`config.mk`:
```
export PLATFORM = sky130hd
export DESIGN_NAME = irmode_stage
export DESIGN_NICKNAME = d
export VERILOG_FILES = /design/src/rtl/irmode_pkg.sv /design/src/rtl/irmode_ctrl.sv /design/src/rtl/irmode_dpath.sv /design/src/rtl/irmode_stage.sv
export SDC_FILE = /design/constraint.sdc
export NUM_CORES = 1
export LEC_CHECK = 0
export BUFFER_PORTS_ARGS = -buffer_cell sky130_fd_sc_hd__buf_2
export CORE_UTILIZATION = 52
export DETAILED_ROUTE_END_ITERATION = 10
export PLACE_DENSITY = 0.79
export SLEW_MARGIN = 20
export SYNTH_ARGS = -nofsm -noshare
export SYNTH_HDL_FRONTEND = slang
export SYNTH_SLANG_ARGS = --single-unit
```
`constraint.sdc`:
```
create_clock -name clk -period 2.03 [get_ports clk]
set_clock_uncertainty 0.1 [all_clocks]
set_input_delay 0.406 -clock clk [delete_from_list [all_inputs] [get_ports clk]]
set_output_delay 0.406 -clock clk [all_outputs]
set_load 0.005 [all_outputs]
```
`src/rtl/irmode_pkg.sv`:
```
package irmode_pkg;
  localparam int WORD_W  = 16;
  localparam int BAUD_W  = 6;
  localparam int WIDTH_W = 5;
  localparam int PRE_W   = 5;
  localparam int NMODE   = 3;

  // link configuration bit positions
  localparam int CFG_LOOP  = 14;
  localparam int CFG_TXEN  = 12;
  localparam int CFG_RXEN  = 11;
  localparam int CFG_MSTR  = 10;
  localparam int CFG_RXANY = 9;
  localparam int CFG_CRC16 = 7;
  localparam int CFG_FAST  = 6;
  localparam int CFG_MED   = 5;
  localparam int CFG_SLOW  = 4;
  localparam int CFG_SFILT = 3;
  localparam int CFG_STEST = 2;
  localparam int CFG_TXPOL = 1;
  localparam int CFG_RXPOL = 0;
  localparam logic [WORD_W-1:0] CFG_MASK = 16'h5EFF;

  // enable/status bit positions
  localparam int ST_EN   = 15;
  localparam int ST_ERR  = 14;
  localparam int ST_FAST = 13;
  localparam int ST_MED  = 12;
  localparam int ST_SLOW = 11;
  localparam int ST_TX   = 10;
  localparam int ST_RX   = 9;
  localparam int ST_CRC  = 8;

  typedef enum logic [2:0] {
    REG_LINK    = 3'd0,
    REG_NEXTPHY = 3'd1,
    REG_CURPHY  = 3'd2,
    REG_ENSTAT  = 3'd3,
    REG_RXLEN   = 3'd4
  } regSel_e;

  typedef struct packed {
    logic wrLink;
    logic wrNext;
    logic wrLen;
    logic apply;
    logic drop;
  } stageCtl_t;
endpackage

```
`src/rtl/irmode_ctrl.sv`:
```
module irmode_ctrl
  import irmode_pkg::*;
#(
  parameter int ADDR_W = 3
) (
  input  logic              clk,
  input  logic              rstN,
  input  logic              wrEn,
  input  logic [ADDR_W-1:0] wrAddr,
  input  logic              wrEnBit,
  output logic              phyEn,
  output stageCtl_t         ctl
);
  logic hitEnable;

  assign hitEnable  = wrEn && (wrAddr == ADDR_W'(REG_ENSTAT));

  always_comb begin
    ctl        = '0;
    ctl.wrLink = wrEn && (wrAddr == ADDR_W'(REG_LINK));
    ctl.wrNext = wrEn && (wrAddr == ADDR_W'(REG_NEXTPHY));
    ctl.wrLen  = wrEn && (wrAddr == ADDR_W'(REG_RXLEN));
    ctl.apply  = hitEnable && wrEnBit && !phyEn;
    ctl.drop   = hitEnable && !wrEnBit && phyEn;
  end

  always_ff @(posedge clk) begin
    if (!rstN) phyEn <= 1'b0;
    else if (hitEnable) phyEn <= wrEnBit;
  end
endmodule

```
`src/rtl/irmode_dpath.sv`:
```
module irmode_dpath
  import irmode_pkg::*;
#(
  parameter int ADDR_W = 3,
  parameter int LEN_W  = 12
) (
  input  logic              clk,
  input  logic              rstN,
  input  stageCtl_t         ctl,
  input  logic              phyEn,
  input  logic [WORD_W-1:0] wrData,
  input  logic [ADDR_W-1:0] rdAddr,
  output logic [WORD_W-1:0] rdData,
  output logic [WORD_W-1:0] linkCfg,
  output logic [WORD_W-1:0] curPhy,
  output logic [NMODE-1:0]  modeOn,
  output logic              crcOn,
  output logic              cfgErr,
  output logic              rxEffective,
  output logic [LEN_W-1:0]  maxLen
);
  logic [WORD_W-1:0] nextPhy;
  logic [NMODE-1:0]  stagedMode;
  logic [NMODE-1:0]  appliedMode;
  logic              appliedCrc;
  logic              multiMode;
  logic [WORD_W-1:0] statusWord;

  // index 0 slow, 1 medium, 2 fast
  assign stagedMode = {linkCfg[CFG_FAST], linkCfg[CFG_MED], linkCfg[CFG_SLOW]};
  assign multiMode  = (stagedMode[0] & stagedMode[1]) |
                      (stagedMode[0] & stagedMode[2]) |
                      (stagedMode[1] & stagedMode[2]);

  always_ff @(posedge clk) begin
    if (!rstN) begin
      linkCfg <= '0;
      nextPhy <= '0;
      maxLen  <= '0;
    end else begin
      if (ctl.wrLink) linkCfg <= wrData & CFG_MASK;
      if (ctl.wrNext) nextPhy <= wrData;
      if (ctl.wrLen)  maxLen  <= wrData[LEN_W-1:0];
    end
  end

  always_ff @(posedge clk) begin
    if (!rstN) begin
      curPhy      <= '0;
      appliedMode <= '0;
      appliedCrc  <= 1'b0;
      cfgErr      <= 1'b0;
    end else if (ctl.apply) begin
      curPhy      <= nextPhy;
      cfgErr      <= multiMode;
      appliedMode <= multiMode ? '0 : stagedMode;
      appliedCrc  <= multiMode ? 1'b0 : linkCfg[CFG_CRC16];
    end else if (ctl.drop) begin
      cfgErr      <= 1'b0;
      appliedMode <= '0;
      appliedCrc  <= 1'b0;
    end
  end

  for (genvar g = 0; g < NMODE; g++) begin : g_modeGate
    assign modeOn[g] = phyEn & appliedMode[g];
  end
  assign crcOn = phyEn & appliedCrc;

  assign rxEffective = linkCfg[CFG_RXEN] &
                       (~linkCfg[CFG_TXEN] | linkCfg[CFG_LOOP]);

  always_comb begin
    statusWord          = '0;
    statusWord[ST_EN]   = phyEn;
    statusWord[ST_ERR]  = cfgErr;
    statusWord[ST_FAST] = modeOn[2];
    statusWord[ST_MED]  = modeOn[1];
    statusWord[ST_SLOW] = modeOn[0];
    statusWord[ST_TX]   = linkCfg[CFG_TXEN];
    statusWord[ST_RX]   = rxEffective;
    statusWord[ST_CRC]  = crcOn;
  end

  always_comb begin
    rdData = '0;
    case (rdAddr)
      ADDR_W'(REG_LINK):    rdData = linkCfg;
      ADDR_W'(REG_NEXTPHY): rdData = nextPhy;
      ADDR_W'(REG_CURPHY):  rdData = curPhy;
      ADDR_W'(REG_ENSTAT):  rdData = statusWord;
      ADDR_W'(REG_RXLEN):   rdData = WORD_W'(maxLen);
      default:              rdData = '0;
    endcase
  end
endmodule

```
`src/rtl/irmode_stage.sv`:
```
module irmode_stage
  import irmode_pkg::*;
#(
  parameter int ADDR_W = 3,
  parameter int LEN_W  = 12
) (
  input  logic               clk,
  input  logic               rstN,
  input  logic               wrEn,
  input  logic [ADDR_W-1:0]  wrAddr,
  input  logic [15:0]        wrData,
  input  logic [ADDR_W-1:0]  rdAddr,
  output logic [15:0]        rdData,
  output logic               phyOn,
  output logic               sirOn,
  output logic               mirOn,
  output logic               firOn,
  output logic               crc16On,
  output logic               cfgError,
  output logic               txEnable,
  output logic               rxEnable,
  output logic               loopback,
  output logic               master,
  output logic               rxAny,
  output logic               sirFilter,
  output logic               sirTest,
  output logic               txInvert,
  output logic               rxInvert,
  output logic [5:0]         baudDiv,
  output logic [4:0]         pulseWidth,
  output logic [4:0]         preamble,
  output logic [LEN_W-1:0]   maxRxLen
);
  stageCtl_t         ctl;
  logic              phyEn;
  logic [WORD_W-1:0] linkCfg;
  logic [WORD_W-1:0] curPhy;
  logic [NMODE-1:0]  modeOn;
  logic              crcOn;
  logic              cfgErr;
  logic              rxEff;

  irmode_ctrl #(.ADDR_W(ADDR_W)) ctrl_i (
    .clk     (clk),
    .rstN    (rstN),
    .wrEn    (wrEn),
    .wrAddr  (wrAddr),
    .wrEnBit (wrData[ST_EN]),
    .phyEn   (phyEn),
    .ctl     (ctl)
  );

  irmode_dpath #(.ADDR_W(ADDR_W), .LEN_W(LEN_W)) dpath_i (
    .clk         (clk),
    .rstN        (rstN),
    .ctl         (ctl),
    .phyEn       (phyEn),
    .wrData      (wrData),
    .rdAddr      (rdAddr),
    .rdData      (rdData),
    .linkCfg     (linkCfg),
    .curPhy      (curPhy),
    .modeOn      (modeOn),
    .crcOn       (crcOn),
    .cfgErr      (cfgErr),
    .rxEffective (rxEff),
    .maxLen      (maxRxLen)
  );

  assign phyOn      = phyEn;
  assign sirOn      = modeOn[0];
  assign mirOn      = modeOn[1];
  assign firOn      = modeOn[2];
  assign crc16On    = crcOn;
  assign cfgError   = cfgErr;
  assign txEnable   = linkCfg[CFG_TXEN];
  assign rxEnable   = rxEff;
  assign loopback   = linkCfg[CFG_LOOP];
  assign master     = linkCfg[CFG_MSTR];
  assign rxAny      = linkCfg[CFG_RXANY];
  assign sirFilter  = linkCfg[CFG_SFILT];
  assign sirTest    = linkCfg[CFG_STEST];
  assign txInvert   = linkCfg[CFG_TXPOL];
  assign rxInvert   = linkCfg[CFG_RXPOL];
  assign baudDiv    = curPhy[WORD_W-1 -: BAUD_W];
  assign pulseWidth = curPhy[PRE_W +: WIDTH_W];
  assign preamble   = curPhy[PRE_W-1:0];
endmodule

```
==> results by group, run 1 <==
Yosys
  – Mapped Area: 3070 um^2
  – Mapped Cells: 365
  – Distinct cell type count after synthesis: 40
  – Share of the synthesized area in the top cell type: 41.0%
  – Number of flops mapped to enable cells by yosys: 0
  – Asr flop ratio synth: 0%
  – Yosys warning count: 0
  – Post-synthesis cell type with the largest combined area: dfxtp_1
  – Largest cells by area after synthesis: dfxtp_1 (41%), nand2_1 (16%), mux2i_1 (10%), a21boi_0 (6.1%), a21boi_1 (4.2%)
  – Main synth FF type: dfxtp_1
  – Seq cells post-synth: 63
  – Synth Net Count: 390
  – Mean Syn Cell Area: 8.42 um^2
  – Post-synthesis sequential area ratio: 41.0%

Routing
  – DRC viols: 0
  – Vias: 3047
  – Remaining antenna violation count: 0
  – Vias per cell: 5.78
  – Detailed Route Iter0 Violations: 151
  – Final wirelength: 8670 um
  – DRT Pass-1 Iters: 5
  – Avg WL per Cell: 16.4 um

Run
  – Max Cap Violations: 0

STA
  – Slew Viols, Final: 0
  – Slew margin rel.: 69.0%
  – Fin crit share: 100%
  – RSZ-0062 raised after global routing: true
  – Max Clk Rate: 493 MHz
  – Final Hold Violating Endpoints: 0
  – Final setup fails: 1
  – Setup ws final: -0.000290 ns
  – Tmin final: 2.03 ns
  – Worst Tran Pin Value: 0.464 ns

Layout
  – Layout cell share with drive strength beyond 1: 28.6%
  – Synth-to-layout area growth: 24.9%
  – Filler cells: 464
  – Footprint of the multi-input gates: 1680 um^2
  – Nets: 475
  – FF+latch area: 1260 um^2
  – Final Util: 68.5%
  – Non-filler instance count after layout: 527
  – Commonest non-fill, non-tap cell in the layout: nand2_1
  – Diode count: 0
  – Commonest cells after routing, fill and taps aside: nand2_1 (130), buf_2 (82), dfxtp_1 (61)
  – Cell area after layout: 3840 um^2

Setup path
  – Max incr delay on CP: 0.45 ns
  – Critical-path maximum fanout: 2
  – Kind of critical path: reg2out
  – Req. time, crit path: 1.52 ns
  – Worst path bufs/invs: 1
  – CP Capture Type: primary output
  – Critical path startpoint category: flop
  – Crit path cell chain: and2_4 -> mux4_2 -> nor2b_1 -> buf_2
  – Max stage delay cell, worst path: mux4_2
  – Largest delay share family, worst path: multiplexers
  – CP arrival: 1.52 ns

Power
  – Total Power: 2.76 mW
  – Pwr Density: 718 nW/um^2
  – Peak supply drop: 0.455 mV
  – LEAKAGE: 1.54 nW

Clocking
  – Clk buf depth: 2
  – Clock-pin slew on the worst setup and hold paths: 0.08 ns
  – H-tree levels: 3
  – Post-CTS Hold Fix Bufs: 0
  – Clk_lat worst skew: 0.34 ns
  – CTS root buf: clkbuf_8
  – TritonCTS clock tree: built
  – CTS Sinks: 63
  – Postcts setup bufs: 0
  – Number of CTS-inserted buffers: 9

Floorplan
  – Area of the core: 5610 um^2
  – Site row count: 27
  – Die Y: 78.9 um
  – IO Pins: 84
  – Initial core utilization: 54.8%
  – Die W: 78.9 um
  – Die area: 6220 um^2

Worst hold path
  – Worst hold path class: in2reg

Global route
  – Largest net degree at the start of global routing: 30
  – Initial antenna violation count: 0
  – GR Overflow Total: 0
  – First-pass GRT wire length: 13700 um
  – Vias in the first global route: 2792
  – GR Util All Layers: 28.8%

Placement
  – Pre-CTS setup slack: 0.0784 ns
  – Placed cell area: 3600 um^2
  – HPWL Detailed: 6090 um
  – GP Congestion: 0.984
  – Placed Instances: 511
  – Number of port buffers: 83

Status
  – Violated checks: negative setup slack
  – Status: complete, but fails checks
## layer usage
metal  up-vias  part of all wire [%]  global-route usage [%]  routed length (um)
met5         -                     0                       0                   0
met4         0                   1.8                    13.3                 152
met3        14                   8.0                    6.32                 696
met2       159                    46                    43.3                3990
met1      1453                    44                    39.4                3830
li1       1421                     -                       -                   -
## cells by family after synthesis
| kind of cell | after synthesis | share of synthesized area, % |
|---|---|---|
| and+or+nand+nor | 170 | 26.1 |
| AOI/OAI and AO/OA | 69 | 16.3 |
| DFF | 63 | 41.0 |
| muxes | 34 | 11.9 |
| buffers and inverters | 28 | 4.32 |
| xor gates and xnor gates | 1 | 0.285 |
## flip-flops by register name, summed over array words and instances, names as in the netlist
| signal | flops |
|---|---|
| dpath_i.cfgErr | 1 |
| dpath_i.linkCfg | 13 |
| dpath_i.maxLen | 12 |
| dpath_i.nextPhy | 16 |
| dpath_i.appliedMode | 3 |
| dpath_i.curPhy | 16 |
| ctrl_i.phyEn | 1 |
| dpath_i.appliedCrc | 1 |
## worst paths after layout
check	start	endpoint	slack [ns]	depth (start not counted)
hold / removal	wrData[12]	dpath_i.linkCfg[12]$_SDFFE_PN0P_	0.21	3
hold reg to reg	dpath_i.appliedCrc$_SDFFE_PN0P_	dpath_i.appliedCrc$_SDFFE_PN0P_	0.37	2
setup reg to reg	ctrl_i.phyEn$_SDFFE_PN0N_	dpath_i.curPhy[14]$_SDFFE_PN0P_	0.70	4
setup / recovery	ctrl_i.phyEn$_SDFFE_PN0N_	rdData[12]	-0.0003	4
## cell usage after synthesis (2+ instances only)
master,number
a21boi_0,25
a21boi_1,17
a21oi_1,2
a2bb2oi_1,2
and2_1,5
and4bb_2,2
buf_1,3
buf_2,9
clkbuf_1,13
dfxtp_1,63
mux2i_1,31
mux4_2,2
nand2_1,130
nand2b_1,2
nand3_1,3
nand3b_1,10
nand4b_1,2
nand4bb_1,2
nor2_1,2
nor2b_1,5
nor3b_2,2
o211ai_1,7
o21ai_0,4
o22ai_1,6
## cell type report
type,count,area share [%]
Sequential cell,63,32.9
Clock inverter,6,2.41
Multi-Input combinational cell,274,43.8
Clock buffer,10,3.59
Timing Repair Buffer,102,14.9
Tap cell,72,2.35
## power by group
group | internal [mW] | switching [mW]
Sequential | 1.25 | 0.0182
Clock | 0.731 | 0.533
Combinational | 0.0971 | 0.124
## per-stage QoR
step           setup TNS [ns]  hold WS, ns
5_1_grt               -0.0269        0.206
3_5_place_dp                0        0.360
6_report            -0.000290        0.206
4_1_cts                     0        0.203
2_1_floorplan               0        0.342
3_3_place_gp                0        0.353
## worst register-to-register path: stages (launching register included)
cell,delay (ns)
dfxtp_2,0.32
buf_4,0.17
nor3b_2,0.25
buf_12,0.21
mux2i_1,0.21
## repair_timing
action | CTS | global route
pin swaps | 1 | 0
gates resized for setup | 2 | 2
setup endpoints to repair | 1 | 2
endpoints found under the hold margin | 0 | 0
(Power assumes the default switching activity.)
==> inputs of run 2 (changes only) <==
--- a/config.mk
+++ b/config.mk
@@ -6,9 +6,9 @@
 export NUM_CORES = 1
 export LEC_CHECK = 0
 export BUFFER_PORTS_ARGS = -buffer_cell sky130_fd_sc_hd__buf_2
-export CORE_UTILIZATION = 52
+export CORE_MARGIN = 2
+export CORE_UTILIZATION = 35
 export DETAILED_ROUTE_END_ITERATION = 10
-export PLACE_DENSITY = 0.79
 export SLEW_MARGIN = 20
 export SYNTH_ARGS = -nofsm -noshare
 export SYNTH_HDL_FRONTEND = slang
==> results by group, run 2 (same netlist as run 1, synthesis figures left out) <==
Layout
  – Nets: 475 (unchanged)
  – Commonest non-fill, non-tap cell in the layout: nand2_1
  – Regs by FF count: dpath_i.curPhy: 16 flops, dpath_i.nextPhy: 16 flops, dpath_i.linkCfg: 13 flops
  – Commonest cells after routing, fill and taps aside: nand2_1 (130), buf_2 (82), dfxtp_1 (62)
  – Final Util: 45.1% (-23 points)
  – Layout cell share with drive strength beyond 1: 28.8% (+0.22 points)
  – Synth-to-layout area growth: 26.8%
  – Diode count: 0 (unchanged)
  – Cell area after layout: 3900 um^2 (+1.5%)

Routing
  – Routed met1 length: 4260 um (+11%)
  – Final wirelength: 8780 um (+1.3%)
  – Detailed Route Iter0 Violations: 142 (-6.0%)
  – DRC viols: 0 (unchanged)
  – Remaining antenna violation count: 0 (unchanged)
  – Highest metal used: met4
  – Vias: 2808 (-7.8%)
  – Wire length on met3: 454 um (-35%)
  – DRT Pass-1 Iters: 5 (unchanged)
  – Avg WL per Cell: 15.6 um (-5.2%)
  – Met2 routed WL: 3920 um (-1.7%)
  – Vias per cell: 4.99 (-14%)

Worst hold path
  – Hold Startpoint: wrData[8]
  – Hold Path Sink: dpath_i.maxLen[8]$_SDFFE_PN0P_
  – Hold-critical path depth: 3 (unchanged)
  – Worst hold path class: in2reg

STA
  – Max Clk Rate: 489 MHz (-0.74%)
  – Final setup fails: 1 (unchanged)
  – Fin crit share: 101% (+0.75 points)
  – Final Hold Violating Endpoints: 0 (unchanged)
  – Slew Viols, Final: 0 (unchanged)
  – RSZ-0062 raised after global routing: true
  – Tmin final: 2.05 ns (+0.0152 ns)
  – Hold WS: 0.204 ns (-0.00196 ns)
  – Setup TNS: -0.0155 ns (-0.0152 ns)
  – Slew margin rel.: 64.9% (-4.2 points)
  – Worst Tran Pin Value: 0.527 ns (+0.0627 ns)
  – Setup ws final: -0.0155 ns (-0.0152 ns)

Floorplan
  – Die Y: 97.7 um (+24%)
  – Die area: 9550 um^2 (+53%)
  – IO Pins: 84 (unchanged)
  – Initial core utilization: 35.6% (-19 points)
  – Area of the core: 8640 um^2 (+54%)
  – Die W: 97.7 um (+24%)
  – Site row count: 34 (+26%)

Run
  – Max Cap Violations: 0 (unchanged)

Global route
  – Largest net degree at the start of global routing: 26 (-13%)
  – GR Util All Layers: 18.8% (-10 points)
  – GR Overflow Total: 0 (unchanged)
  – Initial antenna violation count: 0 (unchanged)
  – First-pass GRT wire length: 14200 um (+3.5%)
  – Vias in the first global route: 2701 (-3.3%)

Clocking
  – Clock-pin slew on the worst setup and hold paths: 0.08 ns (about the same)
  – Postcts setup bufs: 0 (unchanged)
  – Clk buf depth: 2 (unchanged)
  – Clk_lat worst skew: 0.35 ns (about the same)
  – H-tree levels: 3 (unchanged)
  – TritonCTS clock tree: built
  – CTS root buf: clkbuf_8
  – Number of CTS-inserted buffers: 9 (unchanged)
  – CTS Sinks: 63 (unchanged)

Setup path
  – Kind of critical path: reg2out
  – Reg2Reg Setup Slack: 0.71 ns (about the same)
  – Critical path startpoint category: flop
  – RR Startpoint: ctrl_i.phyEn$_SDFFE_PN0N_
  – CP Capture Type: primary output
  – Worst reg2reg path depth: 4 (unchanged)
  – Critical-path maximum fanout: 2 (unchanged)
  – CP arrival: 1.54 ns (+0.02 ns)
  – FF-to-FF End: dpath_i.curPhy[11]$_SDFFE_PN0P_
  – Req. time, crit path: 1.52 ns (about the same)

Placement
  – Pre-CTS setup slack: 0.0361 ns (-0.0424 ns)
  – GP Congestion: 0.872 (-11%)
  – Placed cell area: 3660 um^2 (+1.6%)
  – Number of port buffers: 83 (unchanged)
  – HPWL Detailed: 6580 um (+8.0%)

Status
  – Status: complete, but fails checks
  – Violated checks: negative setup slack

Power
  – Pwr Density: 697 nW/um^2 (-2.9%)
  – LEAKAGE: 1.55 nW (+0.14%)
  – Peak supply drop: 0.269 mV (-41%)
[run 2: routing by layer]
layer / track usage (%) / vias to the layer above
met5: 0 / -
met4: 7.48 / 0
met3: 3.67 / 11
met2: 28.4 / 77
met1: 26.6 / 1304
li1: - / 1416
[run 2: cell type report]
class	count	area, um^2
fill	892	4740
multi-input combinational	274	1690
sequential	63	1260
timing repair buffer	102	586
tap	108	135
clock buffer	9	124
clock inverter	7	97.6
[run 2: what timing repair did]
action | 4_1_cts | 5_1_grt
gates resized for setup | 1 | 6
setup endpoints to repair | 1 | 6
pin swaps | 0 | 0
hold buffers | 0 | 0
cloned | 0 | 0
hold endpoints to repair | 0 | 0
[run 2: metrics by stage]
stage	std cells	total power, mW
2_1_floorplan	365	1.42
3_3_place_gp	547	1.52
3_5_place_dp	547	1.52
4_1_cts	563	2.74
5_1_grt	563	2.82
6_report	563	2.72
[run 2: worst max-delay path by stage]
stage | slack (ns) | from | cells after the start | to
after global routing | -0.06 | dpath_i.appliedMode[1]$_SDFFE_PN0P_ | 4 | rdData[12]
after CTS | -0.02 | dpath_i.appliedMode[1]$_SDFFE_PN0P_ | 4 | rdData[12]
after detailed placement | 0.04 | rdAddr[1] | 4 | rdData[12]
final | -0.02 | dpath_i.appliedMode[1]$_SDFFE_PN0P_ | 4 | rdData[12]
after global placement | 0.04 | rdAddr[1] | 4 | rdData[12]
after floorplan | 0.22 | rdAddr[1] | 5 | rdData[0]
[run 2: worst max-delay path, stage by stage (launching register included)]
cell and delay [ns]:
dfxtp_2 0.32, and2_4 0.16, mux4_2 0.46, nor2b_4 0.14, buf_2 0.13
[run 2: power breakdown]
group	switching, mW	total, mW	internal, mW
Clock	0.529	1.22	0.693
Sequential	0.0168	1.27	1.25
Combinational	0.125	0.226	0.101
